### config.mk
export PLATFORM = sky130hd
export DESIGN_NAME = stopclk_ctrl
export DESIGN_NICKNAME = d
export VERILOG_FILES = /design/src/rtl/stopclk_pkg.sv /design/src/rtl/stopclk_sync.sv /design/src/rtl/stopclk_fsm.sv /design/src/rtl/stopclk_enables.sv /design/src/rtl/stopclk_ctrl.sv
export SDC_FILE = /design/constraint.sdc
export NUM_CORES = 1
export LEC_CHECK = 0
export BUFFER_PORTS_ARGS = -buffer_cell sky130_fd_sc_hd__buf_2
export CAP_MARGIN = 10
export CORE_AREA = 2 2 39 41
export CTS_CLUSTER_SIZE = 24
export DETAILED_ROUTE_END_ITERATION = 16
export DIE_AREA = 0 0 41 43
export GPL_TIMING_DRIVEN = 0
export HOLD_SLACK_MARGIN = 0.06
export PLACE_DENSITY = 0.45
export SYNTH_ARGS = -nofsm -noshare
export SYNTH_HDL_FRONTEND = slang
export SYNTH_SLANG_ARGS = --single-unit
### constraint.sdc
create_clock -name clk -period 1 [get_ports clk]
set_input_delay 0.2 -clock clk [delete_from_list [all_inputs] [get_ports clk]]
set_output_delay 0.2 -clock clk [all_outputs]
set_load 0.03 [all_outputs]
### src/rtl/stopclk_pkg.sv
package stopclk_pkg;

    localparam int DEFAULT_CORE_DOMAINS = 4;
    localparam int DEFAULT_SYNC_STAGES  = 2;

    typedef enum logic [1:0] {
        PS_RUN     = 2'd0,
        PS_ACK     = 2'd1,
        PS_STOPPED = 2'd2,
        PS_RESUME  = 2'd3
    } pstate_t;

    typedef struct packed {
        logic ack;
        logic core_run;
        logic stopped;
    } pctl_t;

    function automatic pctl_t decode_state(pstate_t s);
        pctl_t c;
        c.ack      = (s == PS_ACK);
        c.stopped  = (s == PS_STOPPED);
        c.core_run = (s != PS_STOPPED);
        return c;
    endfunction

    function automatic pstate_t next_state(pstate_t s, logic req);
        pstate_t n;
        case (s)
            PS_RUN:     n = req ? PS_ACK : PS_RUN;
            PS_ACK:     n = PS_STOPPED;
            PS_STOPPED: n = req ? PS_STOPPED : PS_RESUME;
            default:    n = PS_RUN;
        endcase
        return n;
    endfunction

endpackage

### src/rtl/stopclk_sync.sv
module stopclk_sync #(
    parameter int STAGES = 2
) (
    input  logic clk,
    input  logic rst,
    input  logic din,
    output logic dout
);
    localparam int TOP = STAGES - 1;

    logic [TOP:0] chain;

    generate
        if (STAGES < 2) begin : g_bad
            initial $error("stopclk_sync needs at least two stages");
        end
    endgenerate

    always_ff @(posedge clk) begin
        if (rst) begin
            chain <= '0;
        end else begin
            chain <= {chain[TOP-1:0], din};
        end
    end

    assign dout = chain[TOP];

endmodule

### src/rtl/stopclk_fsm.sv
module stopclk_fsm
    import stopclk_pkg::*;
(
    input  logic  clk,
    input  logic  rst,
    input  logic  req_sync,
    output pctl_t ctl
);
    pstate_t state;

    always_ff @(posedge clk) begin
        if (rst) begin
            state <= PS_RUN;
        end else begin
            state <= next_state(state, req_sync);
        end
    end

    assign ctl = decode_state(state);

    AST_ACK_NEEDS_REQ: assert property (@(posedge clk) disable iff (rst)
        $rose(ctl.ack) |-> $past(req_sync));
    AST_ACK_SINGLE: assert property (@(posedge clk) disable iff (rst)
        ctl.ack |=> !ctl.ack);
    AST_ACK_COMPLETES: assert property (@(posedge clk) disable iff (rst)
        (state == PS_ACK) |=> (state == PS_STOPPED));
    AST_HOLD_STOPPED: assert property (@(posedge clk) disable iff (rst)
        (state == PS_STOPPED && req_sync) |=> (state == PS_STOPPED));
    AST_RESUME_ON_DROP: assert property (@(posedge clk) disable iff (rst)
        (state == PS_STOPPED && !req_sync) |=> (state == PS_RESUME));

endmodule

### src/rtl/stopclk_enables.sv
module stopclk_enables #(
    parameter int NUM_CORE = 4
) (
    input  logic                core_run,
    output logic [NUM_CORE-1:0] core_en,
    output logic                bus_en,
    output logic                intr_en
);
    genvar g;
    generate
        for (g = 0; g < NUM_CORE; g++) begin : g_core
            assign core_en[g] = core_run;
        end
    endgenerate

    assign bus_en  = 1'b1;
    assign intr_en = 1'b1;

endmodule

### src/rtl/stopclk_ctrl.sv
module stopclk_ctrl
    import stopclk_pkg::*;
#(
    parameter int NUM_CORE_DOMAINS = DEFAULT_CORE_DOMAINS,
    parameter int SYNC_STAGES      = DEFAULT_SYNC_STAGES
) (
    input  logic                        clk,
    input  logic                        rst,
    input  logic                        stop_req_async,
    output logic [NUM_CORE_DOMAINS-1:0] core_clk_en,
    output logic                        bus_clk_en,
    output logic                        intr_clk_en,
    output logic                        stop_ack,
    output logic                        core_stopped
);
    localparam logic [NUM_CORE_DOMAINS-1:0] ALL_ON = '1;

    logic  req_sync;
    pctl_t ctl;

    stopclk_sync #(.STAGES(SYNC_STAGES)) u_sync (
        .clk  (clk),
        .rst  (rst),
        .din  (stop_req_async),
        .dout (req_sync)
    );

    stopclk_fsm u_fsm (
        .clk      (clk),
        .rst      (rst),
        .req_sync (req_sync),
        .ctl      (ctl)
    );

    stopclk_enables #(.NUM_CORE(NUM_CORE_DOMAINS)) u_en (
        .core_run (ctl.core_run),
        .core_en  (core_clk_en),
        .bus_en   (bus_clk_en),
        .intr_en  (intr_clk_en)
    );

    assign stop_ack     = ctl.ack;
    assign core_stopped = ctl.stopped;

    AST_ACK_ENABLES_ON: assert property (@(posedge clk) disable iff (rst)
        stop_ack |-> (core_clk_en == ALL_ON));
    AST_ACK_THEN_OFF: assert property (@(posedge clk) disable iff (rst)
        stop_ack |=> (core_clk_en == '0));
    AST_STOP_VIA_ACK: assert property (@(posedge clk) disable iff (rst)
        $rose(core_stopped) |-> $past(stop_ack));
    AST_STOPPED_MATCH: assert property (@(posedge clk) disable iff (rst)
        core_stopped |-> (core_clk_en == '0));
    AST_RUNNING_MATCH: assert property (@(posedge clk) disable iff (rst)
        !core_stopped |-> (core_clk_en == ALL_ON));
    AST_UNCORE_ON: assert property (@(posedge clk) disable iff (rst)
        $rose(core_stopped) |-> (bus_clk_en && intr_clk_en));

endmodule

==> metrics.md <==
| Metric | Value |
|---|---|
| Run status | finished with violations |
| Failing checks | setup timing |
| Most frequent cell after synthesis | buf_4 |
| Switching power total | 172 uW |
| Die Height | 43 microns |
| Crit Path Category | register to primary output |
| Main flop type after synthesis | dfxtp_1 |
| Clock Latency Late Sink | 230 ps |
| Core box area | 1380 sq um |
| Power Internal | 405 uW |
| Yosys cell types | 8 |
| CP Capture Type | primary output |
| Placed cell count | 48 |
| Flop2flop setup slack | 0 ps |
| Synth area leader | dfxtp_1 |
| DR pass1 iterations | 1 |
| Share of total power in the clock network | 35.3% |
| Slew Limit Fails | 0 |
| Worst Hold Class | primary input to register |
| Fillers | 150 |
| Core Util, Final | 31.3% |
| I/O Pins | 11 |
| WL met2 | 201 microns |
| Period utilization | 124% |
| Static leakage | 0.000196 uW |
| # setup viols final | 6 |
| Post-synth top area share | 35.0% |
| Tot GR Track Use | 6.72% |
| Yosys reg bits | 4 |
| Final min period | 1240 ps |
| Area delta synth->final | 89.1% |
| # rows | 14 |
| Final ANT Viol Nets | 0 |
| Via count of the first global-routing pass | 199 |
| Hold_ws | 174 ps |
| Die ar. | 1760 sq um |
| Initial DRC Count | 0 |
| FMAX | 0.804 GHz |
| Critical Path AT | 1040 ps |
| Drt total wl | 393 microns |
| Syn Inst Count | 23 |
| Worst Path Required | 800 ps |
| Diode count | 0 |
| Avg WL per Cell | 7.28 microns |
| Peak supply drop | 674 uV |
| Sequential fraction of the synthesis area | 35.0% |
| Mean post-synth cell area | 9.96 sq um |
| Port Buf Inserts | 8 |
| GRT overflow | 0 |
| Critical path fanouts, max | 4 |
| Cell Area, Synth | 229 sq um |
| Met3 Wirelength | 47 microns |
| Pre-CTS WS | -89.8 ps |
| Finished Layout Cells | 54 |
| Layout cells sized above 1 | 76.3% |
| TritonCTS clock tree | done |
| RSZ-0062 raised after global routing | yes |
| Sw Share | 29.8% |
| Final net count | 47 |
| Die width | 41 microns |
| Wire length on met1 | 144 microns |
| Sequential cell area | 82.6 sq um |
| Remaining DRCs | 0 |
| EDFF count, synth | 0 |
| Root buffer cell | clkbuf_4 |
| Gpl congestion | 0.620 |
| Starting Density | 16.5% |
| Power Dens Cells | 1330 nW/um^2 |
| Largest net degree at the start of global routing | 5 |
| Area of the multi-input gates | 134 sq um |
| Post-synth top cells | 6 x buf_4, 4 x dfxtp_1, 4 x ha_1 |
| Vias | 180 |
| Synth top area cells | dfxtp_1 35%, ha_1 22%, buf_4 20% |
| Max Buffers Root-to-Sink | 2 |
| Antenna violations before repair | 0 |
| Clock slew at reported path FFs | 40 ps |
| Clock Sinks | 4 |
| Combinational power share | 33.6% |
| H-Tree Level Count | 1 |
| Synth async-reset ratio | 0% |
| Via density | 3.33 |
| Flop pwr share | 31.1% |
| Total of max-cap violations | 0 |
| Top routing layer used | met3 |
| Setup WS post-layout | -244 ps |
| First-pass GRT wire length | 752 microns |
| Count of final hold-check violations | 0 |
| Pwr Total | 577 uW |
| Num CTS Buffers | 3 |
| Startpoint Class | register |
| Clock skew | 1.03 ps |
| Ys Warns | 0 |
area by class of cell:
class,count,area share [%]
Buffer,6,13.9
Clock buffer,3,5.20
Inverter,3,3.18
Multi-Input combinational cell,11,30.9
Sequential cell,4,19.1
Tap cell,16,4.62
Timing Repair Buffer,11,23.1
power by group through the flow:
stage	Combinational, uW	Sequential [uW]	Clock, uW
finish	194	179	203
floorplan	120	180	0
detailed placement	144	181	0
global route	213	180	221
CTS	196	179	217
global placement	141	181	0
path summary, 6_finish.rpt:
check | end | startpoint | cells past startpoint
setup / recovery | core_clk_en[2] | u_fsm.state[0] | 5
setup reg to reg | u_fsm.state[0] | u_fsm.state[0] | 5
hold / removal | u_fsm.state[0] | rst | 2
hold reg to reg | u_sync.chain[1] | u_sync.chain[0] | 1
worst max-delay path, stage by stage, from the launching register on:
cell,delay [ps]
dfxtp_2,320
inv_2,50
ha_4,160
inv_4,70
buf_6,90
buf_6,110
kinds of logic (layout without fill, tap and decap cells):
group | Yosys count | count (layout) | synth area share (%)
buffers and inverters | 9 | 23 | 24.6
adder cells (fa/ha/maj) | 4 | 4 | 21.9
AND/OR/NAND/NOR | 4 | 4 | 12.6
other | 1 | 2 | 1.64
multiplexers | 1 | 1 | 4.37
flip-flops | 4 | 4 | 35.0
state kept, by name, summed over array words and instances, names as in the netlist:
signal / flops
u_fsm.state: 2
u_sync.chain: 2
metal layers:
layer	up-vias	global-route usage, %
li1	91	-
met1	78	6.73
met3	0	3.14
met4	0	6.00
met2	11	9.69
met5	-	0
timing repair:
item | CTS | global route
resized for setup | 18 | 0
hold buffers | 0 | 0
setup buffers | 3 | 0
pin swaps | 1 | 0
endpoints found under the setup margin | 7 | 7
placed cells by master (no fill, tap or decap), drive strengths merged:
cell type  synthesis  layout
dfxtp              4       4
nor3               1       1
mux2i              1       1
nor2b              3       3
buf                6      17
ha                 4       4
clkbuf             0       3
conb               1       2
inv                3       3
stage by stage:
stage | cell area (sq um) | TNS [ps]
3_3_place_gp | 324 | -324
2_1_floorplan | 264 | 0
5_1_grt | 433 | -1700
6_report | 433 | -1360
3_5_place_dp | 324 | -349
4_1_cts | 433 | -1430
No activity file was read; power rests on OpenSTA's default activity.
